$ cat config.mk
export PLATFORM = sky130hd
export DESIGN_NAME = a429_tx_top
export DESIGN_NICKNAME = d
export VERILOG_FILES = /design/src/rtl/a429_tx_pkg.sv /design/src/rtl/a429_tx_halfdiv.sv /design/src/rtl/a429_tx_words.sv /design/src/rtl/a429_tx_serial.sv /design/src/rtl/a429_tx_top.sv
export SDC_FILE = /design/constraint.sdc
export NUM_CORES = 1
export LEC_CHECK = 0
export BUFFER_PORTS_ARGS = -buffer_cell sky130_fd_sc_hd__buf_2
export CORE_MARGIN = 1.5
export CORE_UTILIZATION = 60
export DETAILED_ROUTE_END_ITERATION = 8
export HOLD_SLACK_MARGIN = 0.08
export PLACE_DENSITY = 0.8
export SKIP_CTS_REPAIR_TIMING = 1
export SYNTH_ARGS = -nofsm -noshare
export SYNTH_HDL_FRONTEND = slang
export SYNTH_SLANG_ARGS = --single-unit
export TNS_END_PERCENT = 5
$ cat constraint.sdc
create_clock -name clk -period 1.91 [get_ports clk]
set_input_delay 0.382 -clock clk [delete_from_list [all_inputs] [get_ports clk]]
set_output_delay 0.382 -clock clk [all_outputs]
set_load 0.005 [all_outputs]
$ cat src/rtl/a429_tx_pkg.sv
package a429_tx_pkg;
    typedef enum logic [1:0] {
        TX_IDLE = 2'd0,
        TX_BITS = 2'd1,
        TX_GAP  = 2'd2
    } tx_state_e;

    localparam int WORD_BITS = 32;
    localparam int HW_BITS   = 16;
endpackage

$ cat src/rtl/a429_tx_halfdiv.sv
module a429_tx_halfdiv #(
    parameter int DIV_FAST = 10,
    parameter int DIV_SLOW = 80
) (
    input  logic clk,
    input  logic rst_n,
    input  logic run,
    input  logic slow,
    output logic half_tick
);
    localparam int HALF_FAST = DIV_FAST / 2;
    localparam int HALF_SLOW = DIV_SLOW / 2;
    localparam int CW = $clog2(HALF_SLOW > HALF_FAST ? HALF_SLOW : HALF_FAST);

    typedef struct packed {
        logic [CW-1:0] cnt;
    } div_t;

    div_t q, d;
    logic [CW-1:0] lim;

    always_comb begin
        lim       = slow ? CW'(HALF_SLOW - 1) : CW'(HALF_FAST - 1);
        half_tick = run && (q.cnt == lim);
        d         = q;
        if (!run || half_tick) d.cnt = '0;
        else                   d.cnt = q.cnt + 1'b1;
    end

    always_ff @(posedge clk) begin
        if (!rst_n) q <= '0;
        else        q <= d;
    end

    // the count never passes the selected half-period limit
    p_cnt_bound_r1: assert property (@(posedge clk) disable iff (!rst_n)
        q.cnt <= lim);
endmodule

$ cat src/rtl/a429_tx_words.sv
module a429_tx_words
    import a429_tx_pkg::*;
(
    input  logic                 clk,
    input  logic                 rst_n,
    input  logic                 busy,
    input  logic                 wr_hw1,
    input  logic                 wr_hw2,
    input  logic [HW_BITS-1:0]   wr_data,
    input  logic                 par_even,
    output logic [WORD_BITS-1:0] frame
);
    // data_q[n-1] holds ARINC bit n, for n = 1..31
    typedef struct packed {
        logic [WORD_BITS-2:0] data;
    } wrd_t;

    wrd_t q, d;

    always_comb begin
        d = q;
        if (!busy) begin
            if (wr_hw1) begin
                for (int k = 0; k < 8; k++) d.data[k]     = wr_data[7-k];
                for (int j = 0; j < 5; j++) d.data[8+j]   = wr_data[11+j];
                d.data[29] = wr_data[9];
                d.data[30] = wr_data[10];
            end
            if (wr_hw2) begin
                for (int i = 0; i < HW_BITS; i++) d.data[13+i] = wr_data[i];
            end
        end
        frame = {(par_even ? ^q.data : ~^q.data), q.data};
    end

    always_ff @(posedge clk) begin
        if (!rst_n) q <= '0;
        else        q <= d;
    end

    // stored data cannot move while a word is in flight
    p_hold_busy_r6: assert property (@(posedge clk) disable iff (!rst_n)
        busy |=> $stable(q.data));
endmodule

$ cat src/rtl/a429_tx_serial.sv
module a429_tx_serial
    import a429_tx_pkg::*;
#(
    parameter int GAP_BITS = 4
) (
    input  logic                 clk,
    input  logic                 rst_n,
    input  logic                 start,
    input  logic                 slow_in,
    input  logic [WORD_BITS-1:0] frame,
    input  logic                 half_tick,
    output logic                 busy,
    output logic                 slow,
    output logic                 hi,
    output logic                 lo
);
    localparam int GAP_HALVES = 2 * GAP_BITS;
    localparam int IDX_MAX    = GAP_HALVES > WORD_BITS ? GAP_HALVES : WORD_BITS;
    localparam int IW         = $clog2(IDX_MAX + 1);

    typedef struct packed {
        tx_state_e            st;
        logic                 half;
        logic [IW-1:0]        idx;
        logic [WORD_BITS-1:0] sh;
        logic                 hi;
        logic                 lo;
        logic                 slow;
    } ser_t;

    ser_t q, d;

    always_comb begin
        d = q;
        case (q.st)
            TX_IDLE: begin
                if (start) begin
                    d.st   = TX_BITS;
                    d.half = 1'b0;
                    d.idx  = '0;
                    d.sh   = frame;
                    d.hi   = frame[0];
                    d.lo   = !frame[0];
                    d.slow = slow_in;
                end
            end
            TX_BITS: begin
                if (half_tick) begin
                    if (!q.half) begin
                        d.half = 1'b1;
                        d.hi   = 1'b0;
                        d.lo   = 1'b0;
                    end else begin
                        d.half = 1'b0;
                        if (q.idx == IW'(WORD_BITS - 1)) begin
                            d.st  = TX_GAP;
                            d.idx = '0;
                        end else begin
                            d.idx = q.idx + 1'b1;
                            d.sh  = q.sh >> 1;
                            d.hi  = q.sh[1];
                            d.lo  = !q.sh[1];
                        end
                    end
                end
            end
            TX_GAP: begin
                if (half_tick) begin
                    if (q.idx == IW'(GAP_HALVES - 1)) begin
                        d.st  = TX_IDLE;
                        d.idx = '0;
                    end else begin
                        d.idx = q.idx + 1'b1;
                    end
                end
            end
            default: d.st = TX_IDLE;
        endcase
    end

    always_ff @(posedge clk) begin
        if (!rst_n) q <= '{st: TX_IDLE, default: '0};
        else        q <= d;
    end

    assign busy = (q.st != TX_IDLE);
    assign slow = q.slow;
    assign hi   = q.hi;
    assign lo   = q.lo;

    // never both drive enables
    p_no_both_r9: assert property (@(posedge clk) disable iff (!rst_n)
        !(hi && lo));
    // line is NULL whenever idle
    p_null_idle_r5: assert property (@(posedge clk) disable iff (!rst_n)
        !busy |-> (!hi && !lo));
    // busy only rises after a start pulse
    p_busy_start_r5: assert property (@(posedge clk) disable iff (!rst_n)
        $rose(busy) |-> $past(start));
    // rate held while busy
    p_rate_hold_r1: assert property (@(posedge clk) disable iff (!rst_n)
        (busy && $past(busy)) |-> $stable(slow));
endmodule

$ cat src/rtl/a429_tx_top.sv
module a429_tx_top
    import a429_tx_pkg::*;
#(
    parameter int DIV_FAST = 10,
    parameter int DIV_SLOW = 80,
    parameter int GAP_BITS = 4
) (
    input  logic         clk,
    input  logic         rst_n,
    input  logic         rate_slow,
    input  logic         par_even,
    input  logic         self_test,
    input  logic         wr_hw1,
    input  logic         wr_hw2,
    input  logic [15:0]  wr_data,
    input  logic         start,
    output logic         line_hi,
    output logic         line_lo,
    output logic         busy,
    output logic         lb_hi,
    output logic         lb_lo
);
    logic [WORD_BITS-1:0] frame;
    logic                 half_tick;
    logic                 slow_q;

    a429_tx_words u_words (
        .clk      (clk),
        .rst_n    (rst_n),
        .busy     (busy),
        .wr_hw1   (wr_hw1),
        .wr_hw2   (wr_hw2),
        .wr_data  (wr_data),
        .par_even (par_even),
        .frame    (frame)
    );

    a429_tx_halfdiv #(.DIV_FAST(DIV_FAST), .DIV_SLOW(DIV_SLOW)) u_div (
        .clk       (clk),
        .rst_n     (rst_n),
        .run       (busy),
        .slow      (slow_q),
        .half_tick (half_tick)
    );

    a429_tx_serial #(.GAP_BITS(GAP_BITS)) u_ser (
        .clk       (clk),
        .rst_n     (rst_n),
        .start     (start),
        .slow_in   (rate_slow),
        .frame     (frame),
        .half_tick (half_tick),
        .busy      (busy),
        .slow      (slow_q),
        .hi        (line_hi),
        .lo        (line_lo)
    );

    assign lb_hi = self_test & line_hi;
    assign lb_lo = self_test & line_lo;

    // loopback idles at NULL with self-test off
    p_lb_off_r7: assert property (@(posedge clk) disable iff (!rst_n)
        !self_test |-> (!lb_hi && !lb_lo));
endmodule

# ---- Word-level counts from Yosys, hierarchy flattened
# Cells that the tools add are included.
dict set report totals {
  reg_bits 81
  inputBits 24
  out_inout_bits 5
  elab_cells 68
}
dict set report op_classes {
  add_sub_neg 2
  eq_ne 13
  n_mux 19
  bitwise_logic 4
  reduce_logical 20
}
# op n
set op_table {}
lappend op_table {{one-hot mux 34 bit (2 select lines)} 1}
lappend op_table {{2-to-1 mux 44 bit} 1}
lappend op_table {{2-to-1 mux 43 bit} 1}
lappend op_table {{2-to-1 mux 38 bit} 1}
lappend op_table {{2-to-1 mux 34 bit} 1}
lappend op_table {{XNOR reduction 31 bit} 1}
lappend op_table {{XOR reduction 31 bit} 1}
lappend op_table {{2-to-1 mux 6 bit} 4}
lappend op_table {{one-hot mux 6 bit (3 select lines)} 1}
lappend op_table {{adder 6 x 1 -> 6 bit, second input constant} 2}
lappend op_table {{2-to-1 mux 2 bit} 5}
lappend op_table {{AND reduction 5 bit} 2}
lappend op_table {{!= test 2 bit, second input constant} 4}
lappend op_table {{equality test 6 x 3 -> 1 bit, second input constant} 1}
lappend op_table {{equality test 6 x 5 -> 1 bit, second input constant} 1}
lappend op_table {{equality test 6 bit} 1}
lappend op_table {{!= test 2 x 1 -> 1 bit, second input constant} 3}
lappend op_table {{one-hot mux 2 bit (3 select lines)} 1}
lappend op_table {{AND reduction 2 bit} 3}
lappend op_table {{AND reduction 6 bit} 1}
lappend op_table {{AND reduction 4 bit} 1}
lappend op_table {{nonzero test 2 bit} 2}
lappend op_table {{logical NOT 1 bit} 3}
lappend op_table {{!= test 3 bit, second input constant} 1}
lappend op_table {{12 further kinds} 15}

# ---- Longest topological paths before layout
dict set report logic_depth {
  ltp_word 5
  mapped_depth 10
  ltp_nobuf 8
}

# ---- Hierarchy
# A second synthesis with hierarchy kept.
dict set report unflattened {
  hier_cells 428
  area_unflattened_um2 3886.2
}
# module n_inst cells_per_inst area_each_um2 seq_area_each_um2
set by_module_without_submodules {}
lappend by_module_without_submodules {a429_tx_serial 1 227 2154.6 860.8}
lappend by_module_without_submodules {a429_tx_words 1 168 1418.9 620.6}
lappend by_module_without_submodules {a429_tx_halfdiv 1 31 300.3 120.1}
lappend by_module_without_submodules {a429_tx_top 1 2 12.5 0.0}

# ---- Least setup slack after synthesis
# No wires, ideal clock.
dict set report synth_path {
  kind {flip-flop to flip-flop}
  start {register u_ser.q[43] in the netlist's numbering}
  end {register u_ser.q[38] in the netlist's numbering}
  setup_ns 0.058
  arrival_ns 1.704
  t_required_ns 1.852
  setup_slack_ns 0.148
  stages_incl_launch_ff 9
  path_buffers 1
  period_less_slack_ns 1.762
  cell_sequence {dfxtp_1 inv_1 ha_1 buf_2 a211oi_1 o21ai_2 or2_1 nor3_1 o21a_1}
}
dict set report synth_between {
  elab_chain_cells 4
  elab_cells_between_ends 12
  cone_classes {eq/ne: 6; mux: 1; reduce/logical: 5}
}
# element line_no
set synth_lines {}
lappend synth_lines {{start, declared} a429_tx_serial.sv:31} ;# ser_t q, d;
lappend synth_lines {{start signal, assigned} a429_tx_serial.sv:82} ;# if (!rst_n) q <= '{st: TX_IDLE, default: '0};
lappend synth_lines {{start signal, assigned} a429_tx_serial.sv:83} ;# else q <= d;
lappend synth_lines {{nonzero test 2 bit} a429_tx_serial.sv:86} ;# assign busy = (q.st != TX_IDLE);
lappend synth_lines {{logical AND 1 bit} a429_tx_halfdiv.sv:24} ;# half_tick = run && (q.cnt == lim);
lappend synth_lines {{!= test 2 bit (no source line)} --}
lappend synth_lines {{AND reduction 5 bit (no source line)} --}
# Several ways; a longest one is shown, not always the timed one.
# A chain may end at the register's enable or synchronous reset.

# ---- Worst setup path after layout
dict set report layout_path {
  start {register u_ser.q[35] in the netlist's numbering}
  end {register u_ser.q[7] in the netlist's numbering}
}
dict set report layout_between {
  elab_chain_cells 3
}
# element line_no
set layout_lines {}
lappend layout_lines {{equality test 6 x 5 -> 1 bit} a429_tx_serial.sv:55} ;# if (q.idx == IW'(WORD_BITS - 1)) begin
lappend layout_lines {{!= test 2 bit (no source line)} --}
lappend layout_lines {{AND reduction 5 bit (no source line)} --}
# No other way between the ends.

==> out/results.ini <==
[status]
status=complete, no violations

[timing]
period_share_pct=98.3
post-route-min-period_ns=1.88
hold_ws_ns=0.292
fmax_ghz=0.532
rsz0062_at_grt=true
slew-limit-headroom_pct=58.3
worst_slew_pin_slew_ns=0.626
finalSetupViolCount=0
hold_violations=0
finalMaxSlewViolations=0
clock_skew_ns=0.00999

[final_layout]
final_util_pct=72.5
area_growth_pct=15.1
drive_above_1_share_pct=18.8
final_cell_area_um2=4370
antenna_cells=0
finish.net_count=503
final.fill_count=475

[power_and_ir_drop]
vdd_ir_drop_max_uv=692
p_leak_uw=0.00166
power_density_nw_per_um2=1330

[min_path]
hp-start=wr_data[8]
hold_end=u_words.q[21]$_SDFFE_PN0P_
worstHoldPathType=in2reg
hold_depth=3

[routing]
dr.pass1.iters=4
routedWlPerCell_um=15.3
final_antenna_net_count=0
vias=3144
wl_mm=8.45
drc=0
routed_via_density=5.69
drtIter0Drc=216

[synth]
synth-edff-count=0
synth_area_um2=3800
avgSynthCellArea_um2=8.73
netlist_top_cells_count=nand2_1 (115), dfxtp_1 (80), a21boi_0 (38)
async_flop_share_pct=0
ys_seq_elements=80
synth.area.top_cells=dfxtp_1 (42%), nand2_1 (11%), a21boi_0 (7.5%), xnor2_1 (6.7%), a22oi_1 (5.1%)
synth.most_common_cell=nand2_1
yosysTopAreaCell=dfxtp_1
synth.net_count=465
syn_inst=435
synth_seq_area_share_pct=42.2
ys_warn_count=0
synthFlopType=dfxtp_1
synth_cell_types=49
yosys.area.top_type_share_pct=42.2

[setup_path]
crit_family=simple AND/OR/NAND/NOR gates
r2r_cells=6
r2r-end=u_ser.q[7]$_SDFFE_PN0P_
cp-start-kind=register
reg2reg_from=u_ser.q[35]$_SDFFE_PN0P_
endpoint_kind=register
critPathArrivalTime_ns=2.11
slowest_stage=dfxtp_1
path_cells=ha_4 > nand4_1 > nor2_2 > and4b_2 > or2_4 > o211a_1
cp_max_fo=8
required_ns=2.14
worst-path-stages=6
slowest_delay_ns=0.38
criticalPathCategory=reg2reg
startpoint=u_ser.q[35]$_SDFFE_PN0P_
cp_num_buf_inv=0
r2r_setup_slack_ns=0.03

[floorplan]
die_area_um2=6810
start_util_pct=63.0
pin_count=29
chipWidth_um=82.5
fp.dieH_um=82.5
core_area_um2=6030
num_rows=28

[global_routing]
grt_pass1_wl_mm=13.5
grt_use_total_pct=26.6
grt-ovfl-total=0
antenna_found_initial=0
first_global_vias=2936
grt_max_degree=38

[cts]
cts_sinks=80
cts.clk_slew.worst_paths_ns=0.08
ctsRootBufferMaster=clkbuf_8
cts_buffers=9
clkLatencyLatePin_ns=0.35
cts_tree=yes
ctsHtreeMaxLevel=3
clockBufferDepth=2

[placed_design]
numPortBuffers=28
place.gp.congestion=0.789
hpwlAfterDp_mm=5.81
placed_area_um2=4110

[job]
maxCapViolCount=0

power by group:
| part | leakage [uW] | switching (uW) | internal [uW] |
|---|---|---|---|
| Sequential | 0.000653 | 229 | 1940 |
| Clock | 0.000104 | 610 | 738 |
| Combinational | 0.000904 | 1210 | 1090 |
| Total | 0.00166 | 2050 | 3780 |
cell families after synthesis:
kind of cell    count (synthesis)  synth area share, %
compound gates                118                 23.8
simple gates                  162                 19.2
mux                             1                0.264
xor+xnor                       35                 8.08
fa+ha+maj                       6                 1.98
flops                          80                 42.2
buf+inv                        33                 4.45
worst max-delay path by stage:
| stage | to |
|---|---|
| after global routing | u_ser.q[4]$_SDFFE_PN0P_ |
| after detailed placement | u_ser.q[7]$_SDFFE_PN0P_ |
| final | u_ser.q[7]$_SDFFE_PN0P_ |
| after CTS | u_ser.q[7]$_SDFFE_PN0P_ |
| after floorplan | u_ser.q[38]$_SDFFE_PN0P_ |
| after global placement | u_ser.q[5]$_SDFFE_PN0P_ |
tightest hold or removal path, stage by stage:
cell      delay (ns)
buf_2           0.09
nand2_1         0.05
a21boi_0        0.06
metrics by stage:
step	total power [uW]	instances	setup WS, ns	TNS [ns]
6_report	5820	553	0.0317	0
5_1_grt	6150	553	-0.0433	-0.397
4_1_cts	5800	552	-0.0736	-0.257
3_5_place_dp	4450	536	-0.0600	-0.201
3_3_place_gp	4370	536	0.0329	0
2_1_floorplan	3790	435	0.148	0
flip-flops by register name, indices dropped and copies added, names as in the netlist:
| signal | flops |
|---|---|
| u_ser.q | 40 |
| u_words.q | 31 |
| u_ser.slow | 1 |
| u_ser.lo | 1 |
| u_ser.hi | 1 |
| u_div.q | 6 |
per-layer routing:
layer	vias up	global-route usage (%)	share of wire, %
met5	-	0	0
met4	0	10.0	1.4
met3	12	4.40	5.6
met2	91	43.4	48
met1	1480	35.2	45
li1	1561	-	-
layout by cell type (no fill, tap or decap), types with 9 or more instances in the layout:
master,count
nand2_1,114
dfxtp_1,79
a21boi_0,38
xnor2_1,29
buf_2,28
a22oi_1,26
buf_4,22
a21boi_1,20
nor2_1,9
clkbuf_8,9
area by class of cell:
| cell class | instances | area [um^2] | area share, % |
|---|---|---|---|
| Clock buffer | 11 | 131 | 3.01 |
| Clock inverter | 5 | 81.3 | 1.86 |
| Inverter | 7 | 26.3 | 0.602 |
| Multi-Input combinational cell | 322 | 2070 | 47.3 |
| Sequential cell | 80 | 1600 | 36.7 |
| Tap cell | 75 | 93.8 | 2.15 |
| Timing Repair Buffer | 53 | 365 | 8.36 |
(Power assumes the default switching activity.)
